`src/rtl/cal_pkg.sv`:
```
package cal_pkg;
  localparam int NUM_FIELDS = 10;
  localparam int VAL_W      = 7;
  localparam int TRIM_BITS  = 8;

  typedef enum logic [3:0] {
    F_CSEC = 4'd0, F_SEC = 4'd1, F_MIN = 4'd2, F_HOUR = 4'd3, F_WDAY = 4'd4,
    F_DAY = 4'd5, F_MON = 4'd6, F_YEAR = 4'd7, F_WEEK = 4'd8, F_TRIM = 4'd9
  } field_e;

  typedef enum logic [1:0] {
    SYNC_OFF = 2'd0, SYNC_50HZ = 2'd1, SYNC_SEC = 2'd2, SYNC_MIN = 2'd3
  } sync_e;

  function automatic logic [VAL_W-1:0] bcd2bin(input logic [7:0] b);
    return VAL_W'(b[7:4]) * VAL_W'(10) + VAL_W'(b[3:0]);
  endfunction

  function automatic logic [7:0] bin2bcd(input logic [VAL_W-1:0] v);
    return 8'({1'b0, v / VAL_W'(10)} << 4) | 8'(v % VAL_W'(10));
  endfunction

  function automatic logic [VAL_W-1:0] month_len(input logic [VAL_W-1:0] m,
                                                 input logic leap);
    case (m)
      VAL_W'(2):                                    return leap ? VAL_W'(29) : VAL_W'(28);
      VAL_W'(4), VAL_W'(6), VAL_W'(9), VAL_W'(11):  return VAL_W'(30);
      default:                                      return VAL_W'(31);
    endcase
  endfunction
endpackage

```
`src/rtl/cal_divider.sv`:
```
module cal_divider #(
  parameter int TICKS_PER_SEC = 32768,
  parameter int SLOTS         = 100,
  parameter int TRIM_W        = 8
) (
  input  logic                     clk,
  input  logic                     rst_n,
  input  logic                     tick_i,
  input  logic                     run_i,
  input  logic                     clear_i,
  input  logic                     last_slot_i,
  input  logic signed [TRIM_W-1:0] trim_i,
  output logic                     step_o
);
  localparam int BASE = TICKS_PER_SEC / SLOTS;
  localparam int REM  = TICKS_PER_SEC % SLOTS;
  localparam int CW   = $clog2(BASE + (2 ** (TRIM_W - 1)) + 2);
  localparam int AW   = $clog2(2 * SLOTS);

  logic [CW-1:0] cnt_q, len, trim_adj;
  logic [AW-1:0] acc_q, acc_sum;
  logic          extra;

  always_comb begin
    acc_sum  = acc_q + AW'(REM);
    extra    = (acc_sum >= AW'(SLOTS));
    trim_adj = last_slot_i ? CW'(trim_i) : '0;
    len      = CW'(BASE) + CW'(extra) + trim_adj;
    step_o   = run_i && tick_i && (cnt_q >= len - CW'(1));
  end

  always_ff @(posedge clk) begin
    if (!rst_n || clear_i) begin
      cnt_q <= '0;
      acc_q <= '0;
    end else if (run_i && tick_i) begin
      if (step_o) begin
        cnt_q <= '0;
        if (last_slot_i)  acc_q <= '0;
        else if (extra)   acc_q <= acc_sum - AW'(SLOTS);
        else              acc_q <= acc_sum;
      end else begin
        cnt_q <= cnt_q + CW'(1);
      end
    end
  end
endmodule

```
`src/rtl/cal_tod.sv`:
```
module cal_tod import cal_pkg::*; #(
  parameter int SLOTS = 100
) (
  input  logic             clk,
  input  logic             rst_n,
  input  logic [1:0]       inc_i,
  input  logic             round_sec_i,
  input  logic             round_min_i,
  input  logic [3:0]       ld_i,
  input  logic [VAL_W-1:0] ld_val_i,
  output logic [VAL_W-1:0] cs_o,
  output logic [VAL_W-1:0] sec_o,
  output logic [VAL_W-1:0] min_o,
  output logic [VAL_W-1:0] hr_o,
  output logic             day_carry_o
);
  localparam int SEC_MAX  = 59;
  localparam int MIN_MAX  = 59;
  localparam int HR_MAX   = 23;
  localparam int HALF_SEC = SLOTS / 2;
  localparam int HALF_MIN = (SEC_MAX + 1) / 2;

  logic [VAL_W-1:0] cs_q, sec_q, min_q, hr_q;
  logic [VAL_W-1:0] cs_n, sec_n, min_n, hr_n;
  logic [VAL_W:0]   cs_sum;
  logic             c_sec, c_min, c_hr;

  always_comb begin
    cs_n   = cs_q;
    sec_n  = sec_q;
    min_n  = min_q;
    hr_n   = hr_q;
    c_sec  = 1'b0;
    c_min  = 1'b0;
    c_hr   = 1'b0;
    cs_sum = {1'b0, cs_q} + (VAL_W + 1)'(inc_i);
    if (round_sec_i) begin
      cs_n  = '0;
      c_sec = (cs_q >= VAL_W'(HALF_SEC));
    end else if (round_min_i) begin
      cs_n  = '0;
      sec_n = '0;
      c_min = (sec_q >= VAL_W'(HALF_MIN));
    end else if (cs_sum >= (VAL_W + 1)'(SLOTS)) begin
      c_sec = 1'b1;
      cs_n  = VAL_W'(cs_sum - (VAL_W + 1)'(SLOTS));
    end else begin
      cs_n  = VAL_W'(cs_sum);
    end
    if (c_sec) begin
      if (sec_q >= VAL_W'(SEC_MAX)) begin
        sec_n = '0;
        c_min = 1'b1;
      end else begin
        sec_n = sec_q + VAL_W'(1);
      end
    end
    if (c_min) begin
      if (min_q >= VAL_W'(MIN_MAX)) begin
        min_n = '0;
        c_hr  = 1'b1;
      end else begin
        min_n = min_q + VAL_W'(1);
      end
    end
    if (c_hr) begin
      hr_n = (hr_q >= VAL_W'(HR_MAX)) ? '0 : hr_q + VAL_W'(1);
    end
  end

  assign day_carry_o = c_hr && (hr_q >= VAL_W'(HR_MAX));

  always_ff @(posedge clk) begin
    if (!rst_n) begin
      cs_q  <= '0;
      sec_q <= '0;
      min_q <= '0;
      hr_q  <= '0;
    end else begin
      cs_q  <= ld_i[0] ? ld_val_i : cs_n;
      sec_q <= ld_i[1] ? ld_val_i : sec_n;
      min_q <= ld_i[2] ? ld_val_i : min_n;
      hr_q  <= ld_i[3] ? ld_val_i : hr_n;
    end
  end

  assign cs_o  = cs_q;
  assign sec_o = sec_q;
  assign min_o = min_q;
  assign hr_o  = hr_q;
endmodule

```
`src/rtl/cal_date.sv`:
```
module cal_date import cal_pkg::*; #(
  parameter int YEARS = 100,
  parameter int WEEKS = 53,
  parameter int WDAYS = 7
) (
  input  logic             clk,
  input  logic             rst_n,
  input  logic             day_i,
  input  logic [4:0]       ld_i,
  input  logic [VAL_W-1:0] ld_val_i,
  output logic [VAL_W-1:0] wday_o,
  output logic [VAL_W-1:0] day_o,
  output logic [VAL_W-1:0] mon_o,
  output logic [VAL_W-1:0] year_o,
  output logic [VAL_W-1:0] week_o
);
  localparam int MONTHS = 12;

  logic [VAL_W-1:0] wday_q, day_q, mon_q, year_q, week_q;
  logic [VAL_W-1:0] wday_n, day_n, mon_n, year_n, week_n;
  logic             leap, month_end, year_end, week_wrap;

  always_comb begin
    leap      = (year_q[1:0] == 2'b00);
    month_end = (day_q >= month_len(mon_q, leap));
    year_end  = month_end && (mon_q >= VAL_W'(MONTHS));
    week_wrap = (wday_q >= VAL_W'(WDAYS));
    wday_n = wday_q;
    day_n  = day_q;
    mon_n  = mon_q;
    year_n = year_q;
    week_n = week_q;
    if (day_i) begin
      wday_n = week_wrap ? VAL_W'(1) : wday_q + VAL_W'(1);
      day_n  = month_end ? VAL_W'(1) : day_q + VAL_W'(1);
      if (month_end)
        mon_n = (mon_q >= VAL_W'(MONTHS)) ? VAL_W'(1) : mon_q + VAL_W'(1);
      if (year_end)
        year_n = (year_q >= VAL_W'(YEARS - 1)) ? '0 : year_q + VAL_W'(1);
      if (year_end)
        week_n = VAL_W'(1);
      else if (week_wrap)
        week_n = (week_q >= VAL_W'(WEEKS)) ? VAL_W'(1) : week_q + VAL_W'(1);
    end
  end

  always_ff @(posedge clk) begin
    if (!rst_n) begin
      wday_q <= VAL_W'(1);
      day_q  <= VAL_W'(1);
      mon_q  <= VAL_W'(1);
      year_q <= '0;
      week_q <= VAL_W'(1);
    end else begin
      wday_q <= ld_i[0] ? ld_val_i : wday_n;
      day_q  <= ld_i[1] ? ld_val_i : day_n;
      mon_q  <= ld_i[2] ? ld_val_i : mon_n;
      year_q <= ld_i[3] ? ld_val_i : year_n;
      week_q <= ld_i[4] ? ld_val_i : week_n;
    end
  end

  assign wday_o = wday_q;
  assign day_o  = day_q;
  assign mon_o  = mon_q;
  assign year_o = year_q;
  assign week_o = week_q;
endmodule

```
`src/rtl/cal_timekeeper.sv`:
```
module cal_timekeeper import cal_pkg::*; #(
  parameter int TICKS_PER_SEC = 32768,
  parameter int SLOTS         = 100
) (
  input  logic       clk,
  input  logic       rst_n,
  input  logic       xtal_tick,
  input  logic       sync_in,
  input  logic [1:0] sync_mode,
  input  logic       mode_12h,
  input  logic       wr_valid,
  output logic       wr_ready,
  input  logic [3:0] wr_sel,
  input  logic [7:0] wr_data,
  input  logic       snap_req,
  input  logic [3:0] rd_sel,
  output logic [7:0] rd_data
);
  localparam int NF      = NUM_FIELDS;
  localparam int HALFDAY = 12;

  logic                       sync_q, sync_edge, lock50, rnd_sec, rnd_min;
  logic                       x_step, advance, wr_fire, div_clr, day_carry;
  logic [1:0]                 inc;
  logic [NF-1:0]              ld_vec;
  logic [VAL_W-1:0]           ld_val, wr_h12, rd_h12;
  logic [VAL_W-1:0]           cs_q, sec_q, min_q, hr_q;
  logic [VAL_W-1:0]           wday_q, day_q, mon_q, year_q, week_q;
  logic signed [TRIM_BITS-1:0] trim_q;
  logic                       rd_pm;
  logic [7:0]                 live [NF];
  logic [7:0]                 snap [NF];

  always_ff @(posedge clk) begin
    if (!rst_n) sync_q <= 1'b0;
    else        sync_q <= sync_in;
  end

  always_comb begin
    sync_edge = sync_in && !sync_q;
    lock50    = (sync_e'(sync_mode) == SYNC_50HZ);
    rnd_sec   = sync_edge && (sync_e'(sync_mode) == SYNC_SEC);
    rnd_min   = sync_edge && (sync_e'(sync_mode) == SYNC_MIN);
    if (lock50)      inc = sync_edge ? 2'd2 : 2'd0;
    else if (x_step) inc = 2'd1;
    else             inc = 2'd0;
    advance  = x_step || (sync_edge && (sync_e'(sync_mode) != SYNC_OFF));
    wr_ready = !advance;
    wr_fire  = wr_valid && wr_ready;
    ld_vec   = wr_fire ? (NF'(1) << wr_sel) : '0;
    div_clr  = rnd_sec || rnd_min || ld_vec[F_CSEC];
  end

  always_comb begin
    wr_h12 = bcd2bin({1'b0, wr_data[6:0]});
    if (wr_sel == 4'(F_HOUR) && mode_12h) begin
      if (wr_h12 == VAL_W'(HALFDAY))
        ld_val = wr_data[7] ? VAL_W'(HALFDAY) : '0;
      else
        ld_val = wr_data[7] ? wr_h12 + VAL_W'(HALFDAY) : wr_h12;
    end else begin
      ld_val = bcd2bin(wr_data);
    end
  end

  always_ff @(posedge clk) begin
    if (!rst_n)               trim_q <= '0;
    else if (ld_vec[F_TRIM])  trim_q <= $signed(wr_data);
  end

  cal_divider #(
    .TICKS_PER_SEC(TICKS_PER_SEC),
    .SLOTS        (SLOTS),
    .TRIM_W       (TRIM_BITS)
  ) u_div (
    .clk        (clk),
    .rst_n      (rst_n),
    .tick_i     (xtal_tick),
    .run_i      (!lock50),
    .clear_i    (div_clr),
    .last_slot_i(cs_q == VAL_W'(SLOTS - 1)),
    .trim_i     (trim_q),
    .step_o     (x_step)
  );

  cal_tod #(.SLOTS(SLOTS)) u_tod (
    .clk        (clk),
    .rst_n      (rst_n),
    .inc_i      (inc),
    .round_sec_i(rnd_sec),
    .round_min_i(rnd_min),
    .ld_i       (ld_vec[3:0]),
    .ld_val_i   (ld_val),
    .cs_o       (cs_q),
    .sec_o      (sec_q),
    .min_o      (min_q),
    .hr_o       (hr_q),
    .day_carry_o(day_carry)
  );

  cal_date u_date (
    .clk     (clk),
    .rst_n   (rst_n),
    .day_i   (day_carry),
    .ld_i    (ld_vec[8:4]),
    .ld_val_i(ld_val),
    .wday_o  (wday_q),
    .day_o   (day_q),
    .mon_o   (mon_q),
    .year_o  (year_q),
    .week_o  (week_q)
  );

  always_comb begin
    rd_pm = (hr_q >= VAL_W'(HALFDAY));
    if (hr_q == '0 || hr_q == VAL_W'(HALFDAY)) rd_h12 = VAL_W'(HALFDAY);
    else if (rd_pm)                            rd_h12 = hr_q - VAL_W'(HALFDAY);
    else                                       rd_h12 = hr_q;
    live[F_CSEC] = bin2bcd(cs_q);
    live[F_SEC]  = bin2bcd(sec_q);
    live[F_MIN]  = bin2bcd(min_q);
    live[F_HOUR] = mode_12h ? {rd_pm, bin2bcd(rd_h12)[6:0]} : bin2bcd(hr_q);
    live[F_WDAY] = bin2bcd(wday_q);
    live[F_DAY]  = bin2bcd(day_q);
    live[F_MON]  = bin2bcd(mon_q);
    live[F_YEAR] = bin2bcd(year_q);
    live[F_WEEK] = bin2bcd(week_q);
    live[F_TRIM] = trim_q;
  end

  for (genvar g = 0; g < NF; g++) begin : g_snap
    always_ff @(posedge clk) begin
      if (!rst_n)        snap[g] <= '0;
      else if (snap_req) snap[g] <= live[g];
    end
  end

  always_comb begin
    rd_data = '0;
    for (int i = 0; i < NF; i++)
      if (rd_sel == 4'(i)) rd_data = snap[i];
  end
endmodule

```
`config.mk`:
```
export PLATFORM = sky130hd
export DESIGN_NAME = cal_timekeeper
export DESIGN_NICKNAME = d
export VERILOG_FILES = /design/src/rtl/cal_pkg.sv /design/src/rtl/cal_divider.sv /design/src/rtl/cal_tod.sv /design/src/rtl/cal_date.sv /design/src/rtl/cal_timekeeper.sv
export SDC_FILE = /design/constraint.sdc
export NUM_CORES = 1
export LEC_CHECK = 0
export BUFFER_PORTS_ARGS = -buffer_cell sky130_fd_sc_hd__buf_2
export CAP_MARGIN = 40
export CELL_PAD_IN_SITES_DETAIL_PLACEMENT = 2
export CELL_PAD_IN_SITES_GLOBAL_PLACEMENT = 2
export CORE_UTILIZATION = 35
export CTS_CLUSTER_DIAMETER = 100
export CTS_CLUSTER_SIZE = 25
export DETAILED_ROUTE_END_ITERATION = 16
export PLACE_DENSITY = 0.81
export SYNTH_ARGS = -nofsm -noshare
export SYNTH_HDL_FRONTEND = slang
export SYNTH_SLANG_ARGS = --single-unit
```
`constraint.sdc`:
```
create_clock -name clk -period 8 [get_ports clk]
set_input_delay 1.6 -clock clk [delete_from_list [all_inputs] [get_ports clk]]
set_output_delay 1.6 -clock clk [all_outputs]
set_load 0.01 [all_outputs]
```
# Yosys cells after proc, flatten, opt, wreduce, memory -nomap -nowiden
# Memories as Yosys holds them, arrays and structs flattened.
# Cells that the tools add are included.
[totals]
ramBits = 80
mem_count = 1
regBits = 89
output_inout_bits = 9
word_cells = 237
[memory_table]
columns = ["memory", "depth", "width", "read_ports", "rd_ports_with_merged_regs", "write_ports", "line_no", "rtl"]
rows = [
  ["snap", 10, 8, 10, 0, 10, "cal_timekeeper.sv:32", "logic [7:0] snap [NF];"],
]
[op_classes]
div_mod_pow = 20
magnitude_cmp = 14
multipliers = 2
shift = 1
mux = 84
addsub = 20
bitwise = 20
n_eq_ne = 22
reduce_logical = 40
[op_table]
columns = ["cell", "count"]
rows = [
  ["two-way mux 7 bit", 39],
  ["two-way mux 8 bit", 23],
  ["modulo 7 x 4 -> 8 bit (second input constant)", 10],
  ["OR 8 bit", 9],
  ["divider 7 x 4 -> 7 bit (second input constant)", 10],
  ["adder 7 x 1 -> 7 bit (second input constant)", 8],
  ["== test 7 x 4 -> 1 bit (second input constant)", 4],
  ["greater-or-equal comparator 7 x 6 -> 1 bit (second input constant)", 4],
  ["nonzero test 2 bit", 10],
  ["two-way mux 9 bit", 2],
  ["== test 4 x 3 -> 1 bit (second input constant)", 4],
  ["greater-or-equal comparator 8 x 7 -> 1 bit (second input constant)", 2],
  ["two-way mux 1 bit", 15],
  ["adder 7 x 4 -> 7 bit", 2],
  ["== test 7 x 3 -> 1 bit (second input constant)", 2],
  ["greater-or-equal comparator 7 x 4 -> 1 bit (second input constant)", 2],
  ["greater-or-equal comparator 7 x 5 -> 1 bit (second input constant)", 2],
  ["case mux 7 bit (2 select lines)", 1],
  ["== test 4 x 2 -> 1 bit (second input constant)", 3],
  ["logical AND 1 bit", 10],
  ["two-way mux 10 bit", 1],
  ["OR 1 bit", 10],
  ["AND reduction 2 bit", 5],
  ["<< shifter 1 x 4 -> 10 bit (first input constant)", 1],
  ["other kinds (33)", 44],
]

# Longest topological paths before layout
# Gate-level depths: netlist of the first run.
[logic_depth]
depth_word = 19
mapped_depth = 36
ltp_nobuf = 33

# Hierarchy
# Synthesis of the first run repeated with hierarchy kept, for this count alone.
[unflattened]
hier_cells = 2012
area_unflattened_um2 = 15377.2
[modules_own_cells]
columns = ["mod", "area_per_inst_um2", "cells_per_inst", "seq_area_each_um2", "instances"]
rows = [
  ["cal_timekeeper", 10062.2, 1337, 2582.5, 1],
  ["cal_date", 2164.6, 271, 700.7, 1],
  ["cal_tod", 1864.3, 239, 560.5, 1],
  ["cal_divider", 1286.2, 165, 300.3, 1],
]

# Least setup slack after synthesis of the first run
# Ideal clock, no wire load.
[synth_path]
path_type = "register -> register"
start = "register u_div.acc_q[2]"
end = "register u_date.week_q[3] (netlist: u_date.week_o[3])"
period_less_slack_ns = 6.920
path_stages_with_launch = 34
required_ns = 7.930
setup_time_ns = 0.070
n_path_buf = 3
arrival_ns = 6.850
slack_ns = 1.080
path_cell_list = "dfxtp_1 and3_1 clkbuf_1 or3_1 a21oi_1 or4_1 inv_1 ha_1 inv_1 ha_1 inv_1 o21ai_0 nor2_1 xnor2_1 nor2_1 ha_1 and3_1 nand2_1 o211ai_1 a31o_2 clkbuf_1 buf_1 ha_1 inv_1 fa_1 nand3b_1 or3_1 a32oi_1 o21ai_1 a311oi_1 o21ai_1 or4_1 a2bb2oi_1 a21oi_1"
[synth_via]
elab_chain_cells = 19
word_cells_on_any_way = 25
[synth_lines]
columns = ["element", "line_no", "rtl"]
rows = [
  ["start: declaration", "cal_divider.sv:21", "logic [AW-1:0] acc_q, acc_sum;"],
  ["start signal: assignment", "cal_divider.sv:40", "else if (extra) acc_q <= acc_sum - AW'(SLOTS);"],
  ["start signal: assignment", "cal_divider.sv:41", "else acc_q <= acc_sum;"],
  ["adder 8 x 7 -> 8 bit (*)", "cal_divider.sv:25", "acc_sum = acc_q + AW'(REM);"],
  ["greater-or-equal comparator 8 x 7 -> 1 bit (*)", "cal_divider.sv:26", "extra = (acc_sum >= AW'(SLOTS));"],
  ["adder 9 x 1 -> 9 bit (*)", "cal_divider.sv:28", "len = CW'(BASE) + CW'(extra) + trim_adj;"],
  ["adder 9 bit (*)", "cal_divider.sv:28", ""],
  ["subtractor 9 x 1 -> 9 bit (*)", "cal_divider.sv:29", "step_o = run_i && tick_i && (cnt_q >= len - CW'(1));"],
  ["greater-or-equal comparator 9 bit (*)", "cal_divider.sv:29", ""],
  ["logical AND 1 bit (*)", "cal_divider.sv:29", ""],
  ["two-way mux 1 bit", "cal_timekeeper.sv:45", "else if (x_step) inc = 2'd1;"],
  ["[3 not listed]", "n/a", ""],
  ["two-way mux 1 bit", "cal_tod.sv:44", "end else if (cs_sum >= (VAL_W + 1)'(SLOTS)) begin"],
  ["two-way mux 1 bit", "cal_tod.sv:40", "end else if (round_min_i) begin"],
  ["two-way mux 1 bit", "cal_tod.sv:37", "if (round_sec_i) begin"],
  ["two-way mux 1 bit", "cal_tod.sv:50", "if (c_sec) begin"],
  ["two-way mux 1 bit", "cal_tod.sv:58", "if (c_min) begin"],
  ["logical AND 1 bit", "cal_tod.sv:71", "assign day_carry_o = c_hr && (hr_q >= VAL_W'(HR_MAX));"],
  ["nonzero test 2 bit (no line)", "n/a", ""],
  ["AND reduction 2 bit (no line)", "n/a", ""],
  ["end signal: assignment", "cal_date.sv:59", "week_q <= ld_i[4] ? ld_val_i : week_n;"],
  ["end: declaration", "cal_date.sv:19", "logic [VAL_W-1:0] wday_q, day_q, mon_q, year_q, week_q;"],
]
# Mark *: on every way between the ends. The rest lies on a longest branch, timed or not.
# A chain may end at the register's enable or synchronous reset.

# Worst setup path in the final report of the first run
# Same ends and word-level chain as after synthesis.

==> summary.txt, run 1 <==
Run status
  • Run status: complete, no violations

Pwr
  • P_leak: 6.11 nW
  • Clk pwr share: 0.385
  • Internal Pwr Total: 1.50 mW
  • Switching Share: 0.332
  • Logic pwr share: 0.188
  • Reg power frac: 0.427
  • PD cells: 134 nW/um2
  • Switch Pwr: 747 uW
  • VDD IR max: 0.159 mV
  • Total power draw: 2.25 mW

Yosys
  • Yosys reg bits: 167
  • Top post-synthesis cells by area: edfxtp_1, dfxtp_1, ha_1
  • Combinational family with the most area after synthesis: compound AO/OA/AOI/OAI gates
  • Syn Inst Count: 2036
  • Post-Synth XOR/XNOR Area: 0.0368
  • Synth Cell Area: 15500 um2
  • Syn nets: 2150
  • Mean Syn Cell Area: 7.60 um2
  • Mux cell area share after synthesis: 0.0218
  • Seq/Total Area, Yosys: 0.268
  • Yosys cell types: 101
  • Yosys top cell by area: edfxtp_1
  • Post-synth top area share: 0.155
  • Simple-gate share of the synthesized area: 0.258
  • Post-synth EDFFs: 80
  • Synth Area in Compound Gates: 0.285
  • Asr flop ratio synth: 0
  • YS warnings: 0
  • Synth Flop Type: dfxtp_1
  • Post-synthesis adder-cell area fraction: 0.0786

STA
  • Worst hold slack: 0.539 ns
  • Rel. slew slack: 0.348
  • Setup_tns: 0 ns
  • Final Critical Period: 7.53 ns
  • Fmax: 0.133 GHz
  • Final slew viol count: 0
  • Setup violators final: 0
  • Worst Skew: 0.0148 ns
  • Least-Margin Pin Slew: 0.978 ns
  • RSZ-0062 raised after global routing: no
  • Final hold violation count: 0
  • Worst setup margin: 0.472 ns
  • Final worst path period share: 0.941

Routing
  • Via density: 6.20
  • DRC: 0
  • Via count: 16000
  • WL per Instance: 24.0 um
  • Antenna Nets Post-Route: 0
  • Routed WL: 61900 um
  • TritonRoute pass-1 iters: 5
  • 1st-iter DRT viols: 1042

Floorplan
  • Die Y: 212 um
  • # rows: 76
  • Core area: 43400 um2
  • I/O pin count: 34
  • Die ar.: 45000 um2
  • Starting Density: 0.357
  • Die extent in x: 212 um

Critical path
  • Worst path required time: 8.39 ns
  • Worst EP arrival: 7.91 ns
  • Worst path bufs/invs: 4
  • Critical Path Fanout Max: 6
  • Reg2reg start: u_div.acc_q[2]
  • CP max stage delay: 0.62 ns
  • CP max stage cell: or4_1
  • Critical path class: flip-flop to flip-flop
  • CP most frequent cell: ha_1
  • Reg2reg path depth: 31
  • CP top delay family: simple AND/OR/NAND/NOR gates
  • RR Endpoint: u_date.week_o[3]
  • R2r setup slk: 0.47 ns
  • Worst Setup End Kind: flip-flop
  • Type of origin of the critical path: flip-flop
  • Levels on crit path: 31

Cells and area
  • Fin nets: 2095
  • Final non-filler cell total: 2582
  • Area growth syn-to-layout: 8.37%
  • Share of layout cells above drive strength 1: 0.0772
  • Post-layout util: 0.386
  • Final instance area: 16800 um2

CTS
  • CTS tree: done
  • Root buf cell: clkbuf_16
  • Clk buf depth: 2
  • Clk Latency, worst-skew pair: 0.45 ns
  • Clk sinks: 167
  • CTS HTree Levels: 4
  • Inserted Clock Buffers: 17
  • Hold buffer count at CTS: 0
  • Clock transition at path regs: 0.08 ns

Placement
  • Gpl congestion: 0.875
  • Placed Instance Area: 16100 um2
  • Port-buffer cells: 33
  • Placed Cells: 2544
  • Dpl hpwl: 44600 um
  • Pre-CTS setup slack: -0.0144 ns

GRT
  • Largest net degree at the start of global routing: 54
  • GR Overflow Total: 0
  • GRT Overall Usage: 0.271
  • Global-route wire length before repair: 95900 um
  • Number of global-route vias before repair: 16700
  • Initial antenna violation count: 4

Hold path
  • Worst hold path class: flip-flop to flip-flop
  • Hold_sp: u_div.acc_q[3]
  • WHS Path Cells: 2
  • WHS Endpoint: u_div.acc_q[3]

Job
  • Maxcap violations: 0
[power by group through the flow]
| stage | clock [mW] | combinational [mW] | sequential [mW] |
|---|---|---|---|
| 2_1_floorplan | 0 | 0.272 | 0.956 |
| 3_3_place_gp | 0 | 0.389 | 0.975 |
| 3_5_place_dp | 0 | 0.411 | 0.977 |
| 4_1_cts | 0.866 | 0.416 | 0.959 |
| 5_1_grt | 0.905 | 0.453 | 0.963 |
| 6_report | 0.866 | 0.422 | 0.960 |
[sequential cells by signal (all words and copies together) (netlist names)]
register       cells
snap              80
u_div.cnt_q        9
trim_q             8
u_date.day_o       7
u_date.mon_o       7
u_date.wday_o      7
u_date.week_o      7
u_date.year_o      7
u_tod.cs_o         7
u_tod.hr_o         7
u_tod.min_o        7
u_tod.sec_o        7
u_div.acc_q        6
sync_q             1
[layout make-up]
cell class | count | area [um2]
fill | 5056 | 26600
multi-input combinational | 1660 | 10600
sequential | 167 | 4140
tap | 585 | 732
clock buffer | 17 | 425
timing repair buffer | 65 | 418
inverter | 70 | 263
clock inverter | 15 | 166
antenna | 3 | 7.51
[cell families (layout without fill, tap and decap cells)]
group,after synthesis,after routing
adder cells (fa/ha/maj),97,97
multiplexers,30,30
other,0,3
flip-flops,167,167
buffers and inverters,209,167
AND/OR/NAND/NOR,800,800
AO/OA/AOI/OAI,668,668
XOR/XNOR,65,65
[tightest hold or removal path: stages, from the launching register on]
cell and delay (ns):
dfxtp_1 0.33, inv_1 0.08, o22ai_1 0.08
[worst max path at each step]
| stage | from | endpoint | slack (ns) |
|---|---|---|---|
| after detailed placement | u_div.acc_q[2] | u_date.week_o[1] | -0.01 |
| after global placement | u_div.acc_q[2] | u_date.year_o[6] | 0.44 |
| after global routing | u_div.acc_q[2] | u_date.year_o[2] | 0.001 |
| after floorplan | u_div.acc_q[2] | u_date.week_o[3] | 1.08 |
| final | u_div.acc_q[2] | u_date.week_o[3] | 0.47 |
| after CTS | u_div.acc_q[2] | u_date.week_o[1] | 0.06 |
[cells in the final DEF (no fill, tap or decap), drive strengths merged, types with 42 or more instances in the layout]
| master | count |
|---|---|
| a211oi | 42 |
| dfxtp | 87 |
| buf | 65 |
| o21ai | 163 |
| nor2 | 221 |
| edfxtp | 80 |
| a21oi | 158 |
| nand2 | 188 |
| ha | 86 |
| inv | 72 |
| nor2b | 54 |
| nor3 | 61 |
| a31oi | 49 |
| xnor2 | 44 |
| nand3 | 67 |
[routing by layer]
layer / track usage / part of all wire / up-vias
met5: 0 / 0.00015 / -
met4: 0.0882 / 0.032 / 2
met3: 0.0344 / 0.040 / 101
met2: 0.469 / 0.49 / 324
met1: 0.348 / 0.44 / 8167
li1: - / - / 7413
[synth_stat cells, types with 8 or more instances]
library cell  instances
xnor2_1              44
a211oi_1             40
clkbuf_1            118
and3_1               27
or2_2                10
o21ai_0             158
a31oi_1              49
nand3_1              67
mux2i_1              19
o211ai_1             17
o21bai_1             11
nor4b_1              10
a21oi_1             158
a21boi_0              8
o22ai_1              22
nor3b_1              10
nand2_1             188
nor2b_1              54
inv_1                66
o31ai_1               9
a211o_1              10
or3_1                24
nand4_1              18
o21a_1                9
nor2_1              220
nor3_1               59
buf_1                11
nand3b_1             14
edfxtp_1             80
and2_1               26
a32oi_1               9
a22o_1                9
a221oi_1             16
xor2_1               21
nand2b_1             36
a22oi_1              31
nor4_1                9
maj3_1                8
buf_2                 8
ha_1                 86
a21o_1               18
dfxtp_1              87
[what timing repair did]
action | 4_1_cts | 5_1_grt
setup buffers | 0 | 3
gates cloned | 0 | 0
endpoints found under the setup margin | 7 | 44
resized for setup | 1 | 7
pin swaps | 0 | 2
Note: power is estimated with default switching activity, not from simulation.
==> run 2: changes to the inputs <==
--- a/config.mk
+++ b/config.mk
@@ -14,6 +14,7 @@
 export CTS_CLUSTER_SIZE = 25
 export DETAILED_ROUTE_END_ITERATION = 16
 export PLACE_DENSITY = 0.81
+export REMOVE_ABC_BUFFERS = 1
 export SYNTH_ARGS = -nofsm -noshare
 export SYNTH_HDL_FRONTEND = slang
 export SYNTH_SLANG_ARGS = --single-unit
==> run 2 against run 1 <==
Net effect:
- register-to-register slack worse by 0.05 ns
- hold slack got worse by 0.0028 ns
- flip-flop and latch count unchanged
- design area shrank 0.33%
- global-route usage shrank 0.24 points
- critical path type unchanged
- critical endpoint unchanged
==> summary.txt, run 2 (synthesis results as in run 1) <==
Pwr
  • VDD IR max: 0.151 mV (-5.6%)
  • PD cells: 132 nW/um2 (-1.4%)
  • Total power draw: 2.21 mW (-1.7%)
  • P_leak: 6.08 nW (-0.46%)

STA
  • Final Critical Period: 7.58 ns (+0.0487 ns)
  • Final slew viol count: 0 (unchanged)
  • Setup violators final: 0 (unchanged)
  • Worst Skew: 0.0161 ns (+0.00126 ns)
  • Rel. slew slack: 0.335 (-0.0124)
  • Setup_tns: 0 ns (unchanged)
  • Worst hold slack: 0.536 ns (-0.00277 ns)
  • Least-Margin Pin Slew: 0.991 ns (+0.0127 ns)
  • Fmax: 0.132 GHz (-0.64%)
  • Final hold violation count: 0 (unchanged)
  • RSZ-0062 raised after global routing: no
  • Final worst path period share: 0.947 (+0.00608)

Run status
  • Run status: complete, no violations

Critical path
  • Type of origin of the critical path: flip-flop
  • Worst path required time: 8.37 ns (-0.02 ns)
  • Worst Setup End Kind: flip-flop
  • R2r setup slk: 0.42 ns (-0.05 ns)
  • CP most frequent cell: ha_1
  • Critical path class: flip-flop to flip-flop
  • Critical Path Fanout Max: 6 (unchanged)
  • CP max stage cell: or4_1
  • Worst EP arrival: 7.95 ns (+0.04 ns)
  • RR Endpoint: u_date.week_o[3]
  • Reg2reg path depth: 32 (+3.2%)
  • CP max stage delay: 0.62 ns (about the same)
  • Reg2reg start: u_div.acc_q[2]

Floorplan
  • Die ar.: 45000 um2 (unchanged)
  • Die Y: 212 um (unchanged)
  • Starting Density: 0.357 (unchanged)
  • I/O pin count: 34 (unchanged)
  • Core area: 43400 um2 (unchanged)
  • # rows: 76 (unchanged)
  • Die extent in x: 212 um (unchanged)

GRT
  • Global-route wire length before repair: 95200 um (-0.80%)
  • Largest net degree at the start of global routing: 66 (+22%)
  • Initial antenna violation count: 3 (-1)
  • Met1 usage: 0.363 (+0.0150)
  • GRT busiest layer: met2
  • Number of global-route vias before repair: 16600 (-0.60%)
  • M3 GR Usage: 0.0353 (+0.000886)
  • GR Overflow Total: 0 (unchanged)
  • GRT Overall Usage: 0.269 (-0.00244)
  • GRT met2 Usage: 0.450 (-0.0192)

CTS
  • CTS tree: done
  • Clk buf depth: 2 (unchanged)
  • Root buf cell: clkbuf_16
  • Clk Latency, worst-skew pair: 0.46 ns (about the same)
  • Inserted Clock Buffers: 17 (unchanged)
  • Clk sinks: 167 (unchanged)
  • Clock transition at path regs: 0.07 ns (about the same)
  • CTS HTree Levels: 4 (unchanged)

Cells and area
  • Area growth syn-to-layout: 8.01%
  • Final instance area: 16700 um2 (-0.33%)
  • Most frequent cells in the layout: nor2_1, nand2_1, a21oi_1, o21ai_0, dfxtp_1
  • Largest Register: snap
  • Fin nets: 2094 (-0.048%)
  • Regs by FF count: snap x80, u_div.cnt_q x9, trim_q x8
  • Share of layout cells above drive strength 1: 0.0763 (-0.000965)
  • Max FFs per register: 80 (unchanged)
  • Post-layout util: 0.385 (-0.00127)
  • Commonest non-fill, non-tap cell in the layout: nor2_1

Hold path
  • Worst hold path class: flip-flop to flip-flop
  • WHS Endpoint: u_div.acc_q[3]
  • WHS Path Cells: 2 (unchanged)
  • Hold_sp: u_div.acc_q[3]

Routing
  • Antenna Nets Post-Route: 0 (unchanged)
  • Routed WL: 60400 um (-2.5%)
  • DRC: 0 (unchanged)
  • Via count: 15800 (-1.1%)
  • TritonRoute pass-1 iters: 4 (-1)
  • Via density: 6.14 (-0.94%)
  • WL per Instance: 23.4 um (-2.3%)
  • 1st-iter DRT viols: 1195 (+15%)

Job
  • Maxcap violations: 0 (unchanged)

Placement
  • Placed Instance Area: 16100 um2 (+0.10%)
  • Dpl hpwl: 43800 um (-1.8%)
  • Gpl congestion: 0.858 (-2.0%)
  • Port-buffer cells: 33 (unchanged)
run 2: critical path, delay by kind of cell, from the launching register on:
kind | cells | cell delay [ns]
AOI/OAI and AO/OA | 10 | 2.00
DFF | 1 | 0.43
xor gates and xnor gates | 1 | 0.16
buffers and inverters | 5 | 0.61
adders and majority gates | 6 | 1.59
and+or+nand+nor | 10 | 2.69
run 2: area by class of cell:
class,instances,area (um2)
diodes,1,2.50
inverters,70,263
clock buffers,20,447
well taps,585,732
flip-flops and latches,167,4140
clock inverters,12,110
fillers,5075,26700
repair buffers,64,425
multi-input cells,1660,10600
run 2: report_power, final:
group / switching, mW / total, mW / internal, mW
clock network: 0.414 / 0.832 / 0.418
logic: 0.285 / 0.420 / 0.134
registers: 0.0328 / 0.959 / 0.926
run 2: how the worst max path moves through the flow:
| stage | slack (ns) | from | end | cells past startpoint |
|---|---|---|---|---|
| global route | 0.002 | u_div.acc_q[2] | u_date.week_o[3] | 32 |
| CTS | 0.23 | u_div.acc_q[2] | u_date.week_o[1] | 32 |
| floorplan | 1.26 | u_div.acc_q[2] | u_date.week_o[3] | 31 |
| finish | 0.42 | u_div.acc_q[2] | u_date.week_o[3] | 32 |
| detailed placement | 0.41 | u_div.acc_q[2] | u_date.week_o[1] | 32 |
| global placement | 0.93 | u_div.acc_q[2] | u_date.week_o[1] | 32 |
run 2: metal layers:
metal	vias to the layer above	share of wire
met4	4	0.019
li1	7407	-
met5	-	0.00040
met1	8029	0.46
met3	81	0.038
met2	317	0.48
run 2: what timing repair did:
| item | in CTS | in global routing |
|---|---|---|
| gates resized for setup | 0 | 5 |
| hold buffers | 0 | 0 |
| endpoints found under the setup margin | 0 | 10 |
| hold endpoints to repair | 0 | 0 |
| setup buffers | 0 | 0 |
run 2: stage by stage:
step | cells | setup WS [ns]
after floorplan | 1897 | 1.26
after global placement | 2540 | 0.933
after detailed placement | 2544 | 0.406
after CTS | 2576 | 0.232
after global routing | 2579 | 0.00161
final | 2579 | 0.423
